### config.mk
export PLATFORM = sky130hd
export DESIGN_NAME = vtg_top
export DESIGN_NICKNAME = d
export VERILOG_FILES = /design/src/rtl/vtg_pkg.sv /design/src/rtl/vtg_window.sv /design/src/rtl/vtg_timebase.sv /design/src/rtl/vtg_outmux.sv /design/src/rtl/vtg_top.sv
export SDC_FILE = /design/constraint.sdc
export NUM_CORES = 1
export LEC_CHECK = 0
export BUFFER_PORTS_ARGS = -buffer_cell sky130_fd_sc_hd__buf_2
export CAP_MARGIN = 25
export CORE_ASPECT_RATIO = 1.4
export CORE_UTILIZATION = 60
export DETAILED_ROUTE_END_ITERATION = 8
export GPL_TIMING_DRIVEN = 0
export MAX_ROUTING_LAYER = met4
export PLACE_DENSITY = 0.95
export SLEW_MARGIN = 20
export SYNTH_ARGS = -nofsm -noshare
export SYNTH_HDL_FRONTEND = slang
export SYNTH_HIERARCHICAL = 1
export SYNTH_SLANG_ARGS = --single-unit
### constraint.sdc
create_clock -name clk_i -period 6.93 [get_ports clk_i]
set_input_delay 0.693 -clock clk_i [delete_from_list [all_inputs] [get_ports clk_i]]
set_output_delay 0.693 -clock clk_i [all_outputs]
set_load 0.1 [all_outputs]
### src/rtl/vtg_pkg.sv
package vtg_pkg;

  // status word bit positions (decoded by the output stage)
  localparam int unsigned STAT_W      = 12;
  localparam int unsigned SB_SEL0     = 0;
  localparam int unsigned SB_SEL1     = 1;
  localparam int unsigned SB_SEL2     = 2;
  localparam int unsigned SB_MODE_LO  = 3;
  localparam int unsigned SB_MODE_HI  = 4;
  localparam int unsigned SB_POL_BLK  = 5;
  localparam int unsigned SB_POL_SYN  = 6;
  localparam int unsigned SB_POL_HBL  = 7;
  localparam int unsigned SB_POL_HSY  = 8;
  localparam int unsigned SB_RUN      = 10;

  typedef enum logic [2:0] {
    W_HBLANK = 3'd0,
    W_HSYNC  = 3'd1,
    W_HCUR   = 3'd2,
    W_VBLANK = 3'd3,
    W_VSYNC  = 3'd4,
    W_VCUR   = 3'd5,
    W_VINT   = 3'd6
  } win_e;

  localparam int unsigned NWIN = 7;

  function automatic logic pin_drive(input logic raw, input logic pol_hi);
    return pol_hi ? raw : ~raw;
  endfunction

  function automatic logic is_interlaced(input logic [1:0] mode);
    return mode == 2'b00;
  endfunction

endpackage

### src/rtl/vtg_window.sv
module vtg_window #(
  parameter int unsigned CNT_W = 12
) (
  input  logic [CNT_W-1:0] cnt_i,
  input  logic [CNT_W-1:0] start_i,
  input  logic [CNT_W-1:0] end_i,
  output logic             act_o
);
  // half-open window: edge programmed as n lands n+1 counts after count 1
  assign act_o = (cnt_i > start_i) && (cnt_i <= end_i);
endmodule

### src/rtl/vtg_timebase.sv
module vtg_timebase #(
  parameter int unsigned CNT_W = 12
) (
  input  logic             clk_i,
  input  logic             rst_ni,
  input  logic             run_i,
  input  logic             ilace_i,
  input  logic [CNT_W-1:0] h_total_i,
  input  logic [CNT_W-1:0] v_total_i,
  output logic [CNT_W-1:0] hcnt_o,
  output logic [CNT_W-1:0] vcnt_o,
  output logic             field_o
);
  localparam logic [CNT_W-1:0] ONE = CNT_W'(1);

  logic [CNT_W-1:0] hcnt_q, vcnt_q;
  logic             field_q;
  logic             h_last, h_half, v_step, v_last;

  assign h_last = hcnt_q >= h_total_i;
  assign h_half = ilace_i && (hcnt_q == (h_total_i >> 1));
  assign v_step = h_last || h_half;
  assign v_last = vcnt_q >= v_total_i;

  always_ff @(posedge clk_i or negedge rst_ni) begin
    if (!rst_ni) begin
      hcnt_q <= ONE;
    end else if (run_i) begin
      hcnt_q <= h_last ? ONE : hcnt_q + ONE;
    end
  end

  always_ff @(posedge clk_i or negedge rst_ni) begin
    if (!rst_ni) begin
      vcnt_q  <= ONE;
      field_q <= 1'b1;
    end else if (run_i) begin
      if (v_step) begin
        vcnt_q <= v_last ? ONE : vcnt_q + ONE;
      end
      if (!ilace_i) begin
        field_q <= 1'b1;
      end else if (v_step && v_last) begin
        field_q <= ~field_q;
      end
    end
  end

  assign hcnt_o  = hcnt_q;
  assign vcnt_o  = vcnt_q;
  assign field_o = field_q;

  a_r2_hcnt_nonzero: assert property (@(posedge clk_i) disable iff (!rst_ni)
    hcnt_q != '0);

  a_r2_hcnt_step: assert property (@(posedge clk_i) disable iff (!rst_ni)
    (run_i && (hcnt_q < h_total_i)) |=> (hcnt_q == $past(hcnt_q) + ONE));

  a_r4_vcnt_wrap: assert property (@(posedge clk_i) disable iff (!rst_ni)
    (run_i && h_last && (vcnt_q >= v_total_i)) |=> (vcnt_q == ONE));

  a_r5_field_odd_progressive: assert property (@(posedge clk_i) disable iff (!rst_ni)
    (run_i && !ilace_i) |=> field_q);

  a_r10_counters_hold: assert property (@(posedge clk_i) disable iff (!rst_ni)
    !run_i |=> ($stable(hcnt_q) && $stable(vcnt_q) && $stable(field_q)));

endmodule

### src/rtl/vtg_outmux.sv
module vtg_outmux
  import vtg_pkg::*;
(
  input  logic              clk_i,
  input  logic              rst_ni,
  input  logic [STAT_W-1:0] stat_i,
  input  logic [NWIN-1:0]   win_i,
  input  logic              field_i,
  output logic              blank_o,
  output logic              sync_o,
  output logic              hblank_o,
  output logic              hsync_o,
  output logic              odd_even_o
);
  logic run, cur_mode;
  logic blank_raw, sync_raw, hbl_raw, hsy_raw;
  logic [4:0] pins_d, pins_q;

  assign run      = stat_i[SB_RUN];
  assign cur_mode = stat_i[SB_SEL2];

  always_comb begin
    blank_raw = stat_i[SB_SEL0] ? win_i[W_VBLANK] : (win_i[W_HBLANK] | win_i[W_VBLANK]);
    sync_raw  = stat_i[SB_SEL1] ? win_i[W_VSYNC]  : (win_i[W_HSYNC]  | win_i[W_VSYNC]);
    if (stat_i[SB_SEL0])  hbl_raw = win_i[W_HBLANK];
    else if (cur_mode)    hbl_raw = win_i[W_HCUR] & win_i[W_VCUR];
    else                  hbl_raw = win_i[W_HCUR];
    if (stat_i[SB_SEL1])  hsy_raw = win_i[W_HSYNC];
    else if (cur_mode)    hsy_raw = win_i[W_VINT];
    else                  hsy_raw = win_i[W_VCUR];
    pins_d = {pin_drive(blank_raw, stat_i[SB_POL_BLK]),
              pin_drive(sync_raw,  stat_i[SB_POL_SYN]),
              pin_drive(hbl_raw,   stat_i[SB_POL_HBL]),
              pin_drive(hsy_raw,   stat_i[SB_POL_HSY]),
              is_interlaced(stat_i[SB_MODE_HI:SB_MODE_LO]) ? field_i : 1'b1};
  end

  // pins launch on the falling edge
  always_ff @(negedge clk_i or negedge rst_ni) begin
    if (!rst_ni)  pins_q <= '1;
    else if (run) pins_q <= pins_d;
  end

  assign {blank_o, sync_o, hblank_o, hsync_o, odd_even_o} = pins_q;

  a_r10_pins_hold: assert property (@(negedge clk_i) disable iff (!rst_ni)
    !run |=> $stable(pins_q));

  a_r5_progressive_odd: assert property (@(negedge clk_i) disable iff (!rst_ni)
    (run && !is_interlaced(stat_i[SB_MODE_HI:SB_MODE_LO])) |=> odd_even_o);

endmodule

### src/rtl/vtg_top.sv
module vtg_top
  import vtg_pkg::*;
#(
  parameter int unsigned CNT_W           = 12,
  parameter bit          CLK_ON_AT_CLEAR = 1'b0
) (
  input  logic              clk_i,
  input  logic              rst_ni,
  input  logic              stat_we_i,
  input  logic [STAT_W-1:0] stat_wdata_i,
  input  logic [CNT_W-1:0]  h_total_i,
  input  logic [CNT_W-1:0]  h_fp_i,
  input  logic [CNT_W-1:0]  h_sync_end_i,
  input  logic [CNT_W-1:0]  h_blank_w_i,
  input  logic [CNT_W-1:0]  v_total_i,
  input  logic [CNT_W-1:0]  v_fp_i,
  input  logic [CNT_W-1:0]  v_sync_end_i,
  input  logic [CNT_W-1:0]  v_blank_w_i,
  input  logic [CNT_W-1:0]  cur_h_start_i,
  input  logic [CNT_W-1:0]  cur_h_end_i,
  input  logic [CNT_W-1:0]  cur_v_start_i,
  input  logic [CNT_W-1:0]  cur_v_end_i,
  input  logic [CNT_W-1:0]  vint_on_i,
  input  logic [CNT_W-1:0]  vint_off_i,
  output logic              blank_o,
  output logic              sync_o,
  output logic              hblank_o,
  output logic              hsync_o,
  output logic              odd_even_o
);
  localparam logic [STAT_W-1:0] STAT_RST = STAT_W'(CLK_ON_AT_CLEAR) << SB_RUN;
  // bits 9 and 11 carry features outside this block
  localparam logic [STAT_W-1:0] STAT_MASK = 12'h5FF;

  logic [STAT_W-1:0] stat_q;
  logic              unused_stat;
  logic [CNT_W-1:0]  hcnt, vcnt;
  logic              field;
  logic [CNT_W-1:0]  win_cnt [NWIN];
  logic [CNT_W-1:0]  win_lo  [NWIN];
  logic [CNT_W-1:0]  win_hi  [NWIN];
  logic [NWIN-1:0]   win_act;

  always_ff @(posedge clk_i or negedge rst_ni) begin
    if (!rst_ni)        stat_q <= STAT_RST;
    else if (stat_we_i) stat_q <= stat_wdata_i & STAT_MASK;
  end

  assign unused_stat = ^{stat_q[9], stat_q[11]};

  vtg_timebase #(.CNT_W(CNT_W)) i_timebase (
    .clk_i     (clk_i),
    .rst_ni    (rst_ni),
    .run_i     (stat_q[SB_RUN]),
    .ilace_i   (is_interlaced(stat_q[SB_MODE_HI:SB_MODE_LO])),
    .h_total_i (h_total_i),
    .v_total_i (v_total_i),
    .hcnt_o    (hcnt),
    .vcnt_o    (vcnt),
    .field_o   (field)
  );

  always_comb begin
    win_cnt[W_HBLANK] = hcnt; win_lo[W_HBLANK] = '0;            win_hi[W_HBLANK] = h_blank_w_i;
    win_cnt[W_HSYNC]  = hcnt; win_lo[W_HSYNC]  = h_fp_i;        win_hi[W_HSYNC]  = h_sync_end_i;
    win_cnt[W_HCUR]   = hcnt; win_lo[W_HCUR]   = cur_h_start_i; win_hi[W_HCUR]   = cur_h_end_i;
    win_cnt[W_VBLANK] = vcnt; win_lo[W_VBLANK] = '0;            win_hi[W_VBLANK] = v_blank_w_i;
    win_cnt[W_VSYNC]  = vcnt; win_lo[W_VSYNC]  = v_fp_i;        win_hi[W_VSYNC]  = v_sync_end_i;
    win_cnt[W_VCUR]   = vcnt; win_lo[W_VCUR]   = cur_v_start_i; win_hi[W_VCUR]   = cur_v_end_i;
    win_cnt[W_VINT]   = vcnt; win_lo[W_VINT]   = vint_on_i;     win_hi[W_VINT]   = vint_off_i;
  end

  for (genvar g = 0; g < NWIN; g++) begin : g_win
    vtg_window #(.CNT_W(CNT_W)) i_win (
      .cnt_i   (win_cnt[g]),
      .start_i (win_lo[g]),
      .end_i   (win_hi[g]),
      .act_o   (win_act[g])
    );
  end

  vtg_outmux i_outmux (
    .clk_i      (clk_i),
    .rst_ni     (rst_ni),
    .stat_i     (stat_q),
    .win_i      (win_act),
    .field_i    (field),
    .blank_o    (blank_o),
    .sync_o     (sync_o),
    .hblank_o   (hblank_o),
    .hsync_o    (hsync_o),
    .odd_even_o (odd_even_o)
  );

  a_r1_stat_write: assert property (@(posedge clk_i) disable iff (!rst_ni)
    stat_we_i |=> (stat_q[SB_RUN] == $past(stat_wdata_i[SB_RUN])));

endmodule

==> flow_summary.ini, run 1 <==
[cells_and_area]
most-common-layout-cells = 200 x sky130_fd_sc_hd__inv_1, 194 x sky130_fd_sc_hd__ha_1, 186 x sky130_fd_sc_hd__buf_2, 98 x sky130_fd_sc_hd__a21oi_1, 47 x sky130_fd_sc_hd__nand4_1
drive_gt1_share_pct = 22.7
area_growth_pct = 19.4
nFillCells = 816
layout.cells.most_common = sky130_fd_sc_hd__inv_1
number_of_nets_in_the_finished_design = 1471

[timing]
slew_violations = 0
timing.clock.skew_ns = 0.0776
grt_setup_unrepaired = false
max_slew_margin_pct = 40.1
worst_pin_slew_ns = 0.899
final.setup.tns_ns = 0
timing.final.hold_violations = 0
setup_viol = 0

[cts]
cts_tree = built
post_cts_hold_buffer_count = 0
htreeDepth = 2
cts_resized = 0
clock_insertion_delay_at_the_later_pin_of_the_skew_report_ns = 0.36
clock_sink_count = 40
numCtsBuffers = 5
root_buffer = sky130_fd_sc_hd__clkbuf_16
cts_post_setup_buffers_inserted = 0
cts.path.max_buffers = 2
path_clk_slew_ns = 0.06

[die]
pin_count = 188
die_y_um = 130
core-area_um2 = 11400
row_count = 46
floorplan.initialDensity_pct = 61.7
chipWidth_um = 93.5
design.die.area_um2 = 12200

[global_route]
grt_start_max_net_pins = 41
grt_first_pass_wirelength_um = 30800
overflow = 0
first_global_vias = 7360
track_usage_pct = 32.9
grt_antenna_before_repair = 0

[worst_setup_path]
critical_path_required_ns = 3.75
critical_path.top_delay_family = compound AO/OA/AOI/OAI gates
timing.critical_path.from = i_timebase/vcnt_o[1]
critical_path_buf_inv_count = 0
worstPathCellList = ha_1 -> nor2b_4 -> o211ai_2 -> a21oi_1 -> or3_1 -> a311oi_2 -> mux2i_1 -> o21ai_2 -> xnor2_1 -> mux2_4
r2r_end = i_outmux/pins_q[1]
r2r_start = i_timebase/vcnt_o[1]
crit_path_end_kind = flip-flop
timing.reg2reg.worst_path_depth = 10
cp-endpoint = i_outmux/pins_q[1]
crit_type = reg2reg
worst_path_max_fanout = 13
cp.depth = 10
startpoint_class_of_the_critical_path = flip-flop
cpPeakStageDelay_ns = 0.76
reg2reg_setup_slack_ns = 0.63
slowest_stage = sky130_fd_sc_hd__dfrtp_1
data_arrival_critical_path_ns = 3.12

[synth]
asyncSetResetFlopFracSynth_pct = 100
synth.lib_cells_used.distinct = 45
syn_area_um2 = 7030
number_of_flops_mapped_to_enable_cells_by_yosys = 0
postSynthAreaPerCell_um2 = 8.03
synth.ff_latch_count = 40
yosysWarningCount = 6
syn_inst = 876
synth_seq_area_share_pct = 14.4
ys.flop_type = sky130_fd_sc_hd__dfrtp_1

[place]
gp_congestion = 0.907
numPortBuffers = 184
detailed_place_hpwl_um = 15600

[route]
num_vias = 7095
vias_per_cell = 5.72
routed-wl-met2_um = 9670
drt_iter0_drc = 270
met3_wirelength_um = 1360
drt-wirelength-per-cell_um = 15.3
antenna_left = 0
total_routed_wire_length_on_the_met1_layer_um = 6960
drc_errors = 0
top_layer_used_by_detailed_routing = met4
count_of_tritonroute_iterations_in_the_first_routing_pass = 5
wl_final_um = 18900

[outcome]
outcome = finished, final reports clean

[flow_run]
max-cap-violations = 0

[pwr]
power_density_nw_per_um2 = 256
irDropWorstVdd_uv = 120
overall_power_w = 0.00215
total_leakage_power_nw = 4.91

[hold_path]
timing.hold.worst.class = reg2reg
## through the flow
stage,instance area [µm²],worst slack [ns],cells,hold slack (ns),util (%)
6_report,8390,0.629,1240,0.490,73.6
3_5_place_dp,8220,0.584,1227,0.486,72.1
4_1_cts,8390,0.666,1239,0.491,73.6
3_3_place_gp,8220,0.645,1227,0.474,72.1
2_1_floorplan,7120,0.964,899,0.397,-
5_1_grt,8390,0.523,1239,0.513,73.6
## Yosys cell counts, types with 2 or more instances
cell | count | area, µm²
sky130_fd_sc_hd__inv_1 | 196 | 736
sky130_fd_sc_hd__ha_1 | 194 | 2430
sky130_fd_sc_hd__a21oi_1 | 98 | 490
sky130_fd_sc_hd__nand4_1 | 47 | 294
sky130_fd_sc_hd__nand2_1 | 41 | 154
sky130_fd_sc_hd__dfrtp_1 | 32 | 801
sky130_fd_sc_hd__o21ai_0 | 28 | 140
sky130_fd_sc_hd__nor2_1 | 24 | 90.1
sky130_fd_sc_hd__xor2_1 | 17 | 149
sky130_fd_sc_hd__nand2b_1 | 16 | 100
sky130_fd_sc_hd__or3_1 | 15 | 93.8
sky130_fd_sc_hd__nand3_1 | 14 | 70.1
sky130_fd_sc_hd__nor2b_1 | 14 | 87.6
sky130_fd_sc_hd__nor3_1 | 12 | 60.1
sky130_fd_sc_hd__mux2_4 | 11 | 165
sky130_fd_sc_hd__o211ai_2 | 9 | 113
sky130_fd_sc_hd__o21ai_2 | 9 | 78.8
sky130_fd_sc_hd__o31ai_1 | 9 | 67.6
sky130_fd_sc_hd__a22o_1 | 8 | 70.1
sky130_fd_sc_hd__dfstp_2 | 8 | 210
sky130_fd_sc_hd__a311oi_2 | 7 | 105
sky130_fd_sc_hd__and3_1 | 7 | 43.8
sky130_fd_sc_hd__nor2b_4 | 7 | 96.3
sky130_fd_sc_hd__o211ai_1 | 7 | 52.6
sky130_fd_sc_hd__o21ai_1 | 7 | 35.0
sky130_fd_sc_hd__xnor2_1 | 6 | 52.6
sky130_fd_sc_hd__nor4_1 | 5 | 31.3
sky130_fd_sc_hd__a211oi_1 | 3 | 22.5
sky130_fd_sc_hd__a21o_1 | 2 | 15.0
sky130_fd_sc_hd__and2_1 | 2 | 12.5
sky130_fd_sc_hd__buf_2 | 2 | 10.0
sky130_fd_sc_hd__buf_6 | 2 | 22.5
sky130_fd_sc_hd__clkbuf_1 | 2 | 7.51
sky130_fd_sc_hd__mux2i_1 | 2 | 20.0
sky130_fd_sc_hd__o32a_1 | 2 | 20.0
sky130_fd_sc_hd__or4_1 | 2 | 15.0
## sequential cells by signal, summed over array words and instances (netlist names)
| name | count |
|---|---|
| i_timebase/hcnt_o | 12 |
| i_timebase/vcnt_o | 12 |
| stat_q | 10 |
| i_outmux/pins_q | 5 |
| i_timebase/field_o | 1 |
## cells by family (layout without fill, tap and decap cells)
kind of cell / after synthesis / after routing / share of synthesized area (%)
compound gates: 195 / 195 / 17.9
simple gates: 208 / 208 / 16.6
flops: 40 / 40 / 14.4
other cells: 1 / 25 / 0.0533
xor+xnor: 23 / 23 / 2.87
fa+ha+maj: 194 / 194 / 34.5
mux: 13 / 13 / 2.63
buf+inv: 202 / 398 / 11.0
## layer usage
metal / up-vias / GRT usage [%]
li1: 3479 / -
met5: - / -
met4: 0 / 18.9
met1: 3216 / 31.9
met2: 318 / 61.6
met3: 82 / 4.72
## where the power goes
part | switching, W | internal [W] | leakage [nW]
combinational | 0.000750 | 0.000596 | 4.32
sequential | 0.000237 | 0.000309 | 0.491
clock | 0.0000986 | 0.000156 | 0.107
## tightest hold or removal path, stage by stage, from the launching register on
cell	delay (ns)
sky130_fd_sc_hd__dfstp_2	0.36
sky130_fd_sc_hd__nor2_1	0.08
sky130_fd_sc_hd__a21oi_1	0.05
## worst min path at each step
stage                       startpoint                     to  slack [ns]  depth (start not counted)
detailed placement  i_outmux/pins_q[0]     i_outmux/pins_q[0]        0.49                          2
CTS                 i_outmux/pins_q[0]     i_outmux/pins_q[0]        0.49                          2
floorplan                       rst_ni  i_timebase/hcnt_o[10]        0.40                          0
finish              i_outmux/pins_q[0]     i_outmux/pins_q[0]        0.49                          2
global placement    i_outmux/pins_q[2]     i_outmux/pins_q[2]        0.47                          2
global route        i_outmux/pins_q[0]     i_outmux/pins_q[0]        0.51                          2
## cell type report
type                            count  area (µm²)  share of cell area, %
Multi-Input combinational cell    657        5330                   63.5
Timing Repair Buffer              184         921                   11.0
Antenna cell                        1        2.50                 0.0298
Buffer                              6        40.0                  0.477
Sequential cell                    40        1010                   12.0
Tap cell                          144         180                   2.15
Inverter                          195         732                   8.72
Clock buffer                        7         153                   1.82
Clock inverter                      6        22.5                  0.268
(Power assumes the default switching activity.)
==> run 2, diff against run 1 <==
--- a/config.mk
+++ b/config.mk
@@ -13,6 +13,7 @@
 export GPL_TIMING_DRIVEN = 0
 export MAX_ROUTING_LAYER = met4
 export PLACE_DENSITY = 0.95
+export RECOVER_POWER = 100
 export SLEW_MARGIN = 20
 export SYNTH_ARGS = -nofsm -noshare
 export SYNTH_HDL_FRONTEND = slang
==> run 2 against run 1 <==
The flow now finishes with violations (capacitance limit, slew limit). Global-route usage unchanged. Core utilization shrank 0.78 points. Clock power hardly changed. Sequential cell count is the same. Hold slack is essentially flat. Critical endpoint unchanged. Largest cell class unchanged.
==> flow_summary.ini, run 2 (synthesis results as in run 1) <==
[outcome]
outcome = complete, but fails checks
failing_checks = capacitance limit, slew limit

[timing]
hold-worst-slack_ns = 0.490
timing.final.hold_violations = 0
worst_pin_slew_ns = 2.18
grt_setup_unrepaired = false
final.setup.tns_ns = 0
timing.clock.skew_ns = 0.0783
setup_viol = 0
worst_slack_ns = 0.445
max_slew_margin_pct = -45.4
slew_violations = 41

[cells_and_area]
multi_input_comb_area_um2 = 5260
number_of_nets_in_the_finished_design = 1471
most-common-layout-cells = 200 x sky130_fd_sc_hd__inv_1, 194 x sky130_fd_sc_hd__ha_1, 180 x sky130_fd_sc_hd__buf_2, 98 x sky130_fd_sc_hd__a21oi_1, 47 x sky130_fd_sc_hd__nand4_1
layout.area.seq_um2 = 1010
nFillCells = 837
drive_gt1_share_pct = 20.5
layout.cells.most_common = sky130_fd_sc_hd__inv_1
area_growth_pct = 18.1

[worst_setup_path]
worst_path_max_fanout = 13
cpPeakStageDelay_ns = 0.76
crit_type = reg2reg
crit_path_end_kind = flip-flop
critical_path.top_delay_family = compound AO/OA/AOI/OAI gates
critical_path_buf_inv_count = 0
startpoint_class_of_the_critical_path = flip-flop
worstPathCellList = ha_1 -> nor2b_4 -> o211ai_2 -> a21oi_1 -> or3_1 -> a311oi_1 -> mux2i_1 -> o21ai_2 -> xnor2_1 -> mux2_4
critical_path_required_ns = 3.75
slowest_stage = sky130_fd_sc_hd__dfrtp_1
data_arrival_critical_path_ns = 3.30

[global_route]
grt_antenna_before_repair = 0
first_global_vias = 7360
overflow = 0
grt_start_max_net_pins = 41
track_usage_pct = 32.9
grt_first_pass_wirelength_um = 30800

[cts]
cts_post_setup_buffers_inserted = 0
post_cts_hold_buffer_count = 0
cts.path.max_buffers = 2
path_clk_slew_ns = 0.06
cts_resized = 0
htreeDepth = 2
numCtsBuffers = 5
clock_sink_count = 40
cts_tree = built
clock_insertion_delay_at_the_later_pin_of_the_skew_report_ns = 0.36
root_buffer = sky130_fd_sc_hd__clkbuf_16

[route]
drt-wirelength-per-cell_um = 15.2
drc_errors = 0
total_routed_wire_length_on_the_met1_layer_um = 6890
drt_iter0_drc = 245
vias_per_cell = 5.70
met3_wirelength_um = 1340
count_of_tritonroute_iterations_in_the_first_routing_pass = 5
num_vias = 7067
top_layer_used_by_detailed_routing = met4
wl_final_um = 18900
routed-wl-met2_um = 9620
antenna_left = 0

[hold_path]
timing.hold.worst.class = reg2reg

[pwr]
total_leakage_power_nw = 4.85
irDropWorstVdd_uv = 120
swShare_pct = 50.8
pwr-share-comb_pct = 62.2
clock_network_fraction_of_design_power_pct = 12.0
power.sequential.fraction_pct = 25.8
power_density_nw_per_um2 = 255
p_switching_w = 0.00107
internal_power_of_the_cells_w = 0.00104

[die]
core-area_um2 = 11400
chipWidth_um = 93.5
pin_count = 188
die_y_um = 130
floorplan.initialDensity_pct = 61.7
row_count = 46
design.die.area_um2 = 12200

[place]
detailedPlace.worstSlack_ns = 0.584
gp_congestion = 0.907
detailed_place_hpwl_um = 15600
numPortBuffers = 184

[flow_run]
max-cap-violations = 1
[run 2: changes by cell type in the layout (fill, tap and decap cells not counted), moves of 2 or more]
cell	change
sky130_fd_sc_hd__mux2_1	+9
sky130_fd_sc_hd__mux2_4	-9
sky130_fd_sc_hd__clkbuf_1	+8
sky130_fd_sc_hd__buf_2	-6
sky130_fd_sc_hd__a311oi_1	+3
sky130_fd_sc_hd__a311oi_2	-3
sky130_fd_sc_hd__buf_6	-2
sky130_fd_sc_hd__o211ai_1	+2
sky130_fd_sc_hd__o211ai_2	-2
[run 2: final timing paths]
path | startpoint | endpoint | slack (ns) | cells past startpoint
setup / recovery | i_timebase/vcnt_o[1] | i_outmux/pins_q[1] | 0.45 | 10
max in group asynchronous | rst_ni | i_outmux/pins_q[2] | 1.69 | 1
hold / removal | i_outmux/pins_q[0] | i_outmux/pins_q[0] | 0.49 | 2
min in group asynchronous | rst_ni | i_timebase/hcnt_o[4] | 1.05 | 1
setup reg to reg | i_timebase/vcnt_o[1] | i_outmux/pins_q[1] | 0.45 | 10
hold reg to reg | i_outmux/pins_q[0] | i_outmux/pins_q[0] | 0.49 | 2
[run 2: tightest hold or removal path, cell delays in order (launching register included)]
cell and delay, ns:
sky130_fd_sc_hd__dfstp_2 0.36, sky130_fd_sc_hd__nor2_1 0.08, sky130_fd_sc_hd__a21oi_1 0.05
[run 2: cell type report]
class,instances,share of cell area (%)
buffer,6,0.301
timing repair buffer,184,11.0
tap,144,2.17
clock buffer,7,1.84
multi-input combinational,657,63.4
inverter,195,8.82
antenna,1,0.0301
sequential,40,12.2
clock inverter,6,0.271
[run 2: stage by stage]
stage	instances	utilization [%]	total power, W	instance area [µm²]
4_1_cts	1239	73.6	0.00214	8390
5_1_grt	1239	72.8	0.00232	8300
3_3_place_gp	1227	72.1	0.00179	8220
6_report	1240	72.9	0.00212	8300
2_1_floorplan	899	-	0.00149	7120
3_5_place_dp	1227	72.1	0.00188	8220
[run 2: metal layers]
layer | vias to the layer above | track usage (%)
met5 | - | -
met4 | 0 | 18.9
met3 | 87 | 4.72
met2 | 314 | 61.6
met1 | 3188 | 31.9
li1 | 3478 | -
[run 2: power by group through the flow]
stage                     sequential (W)  combinational, W   clock [W]
after floorplan                 0.000531          0.000950  0.00000538
after CTS                       0.000541           0.00134    0.000256
after detailed placement        0.000545           0.00133  0.00000538
final                           0.000545           0.00132    0.000254
after global placement          0.000538           0.00125  0.00000538
after global routing            0.000556           0.00150    0.000269
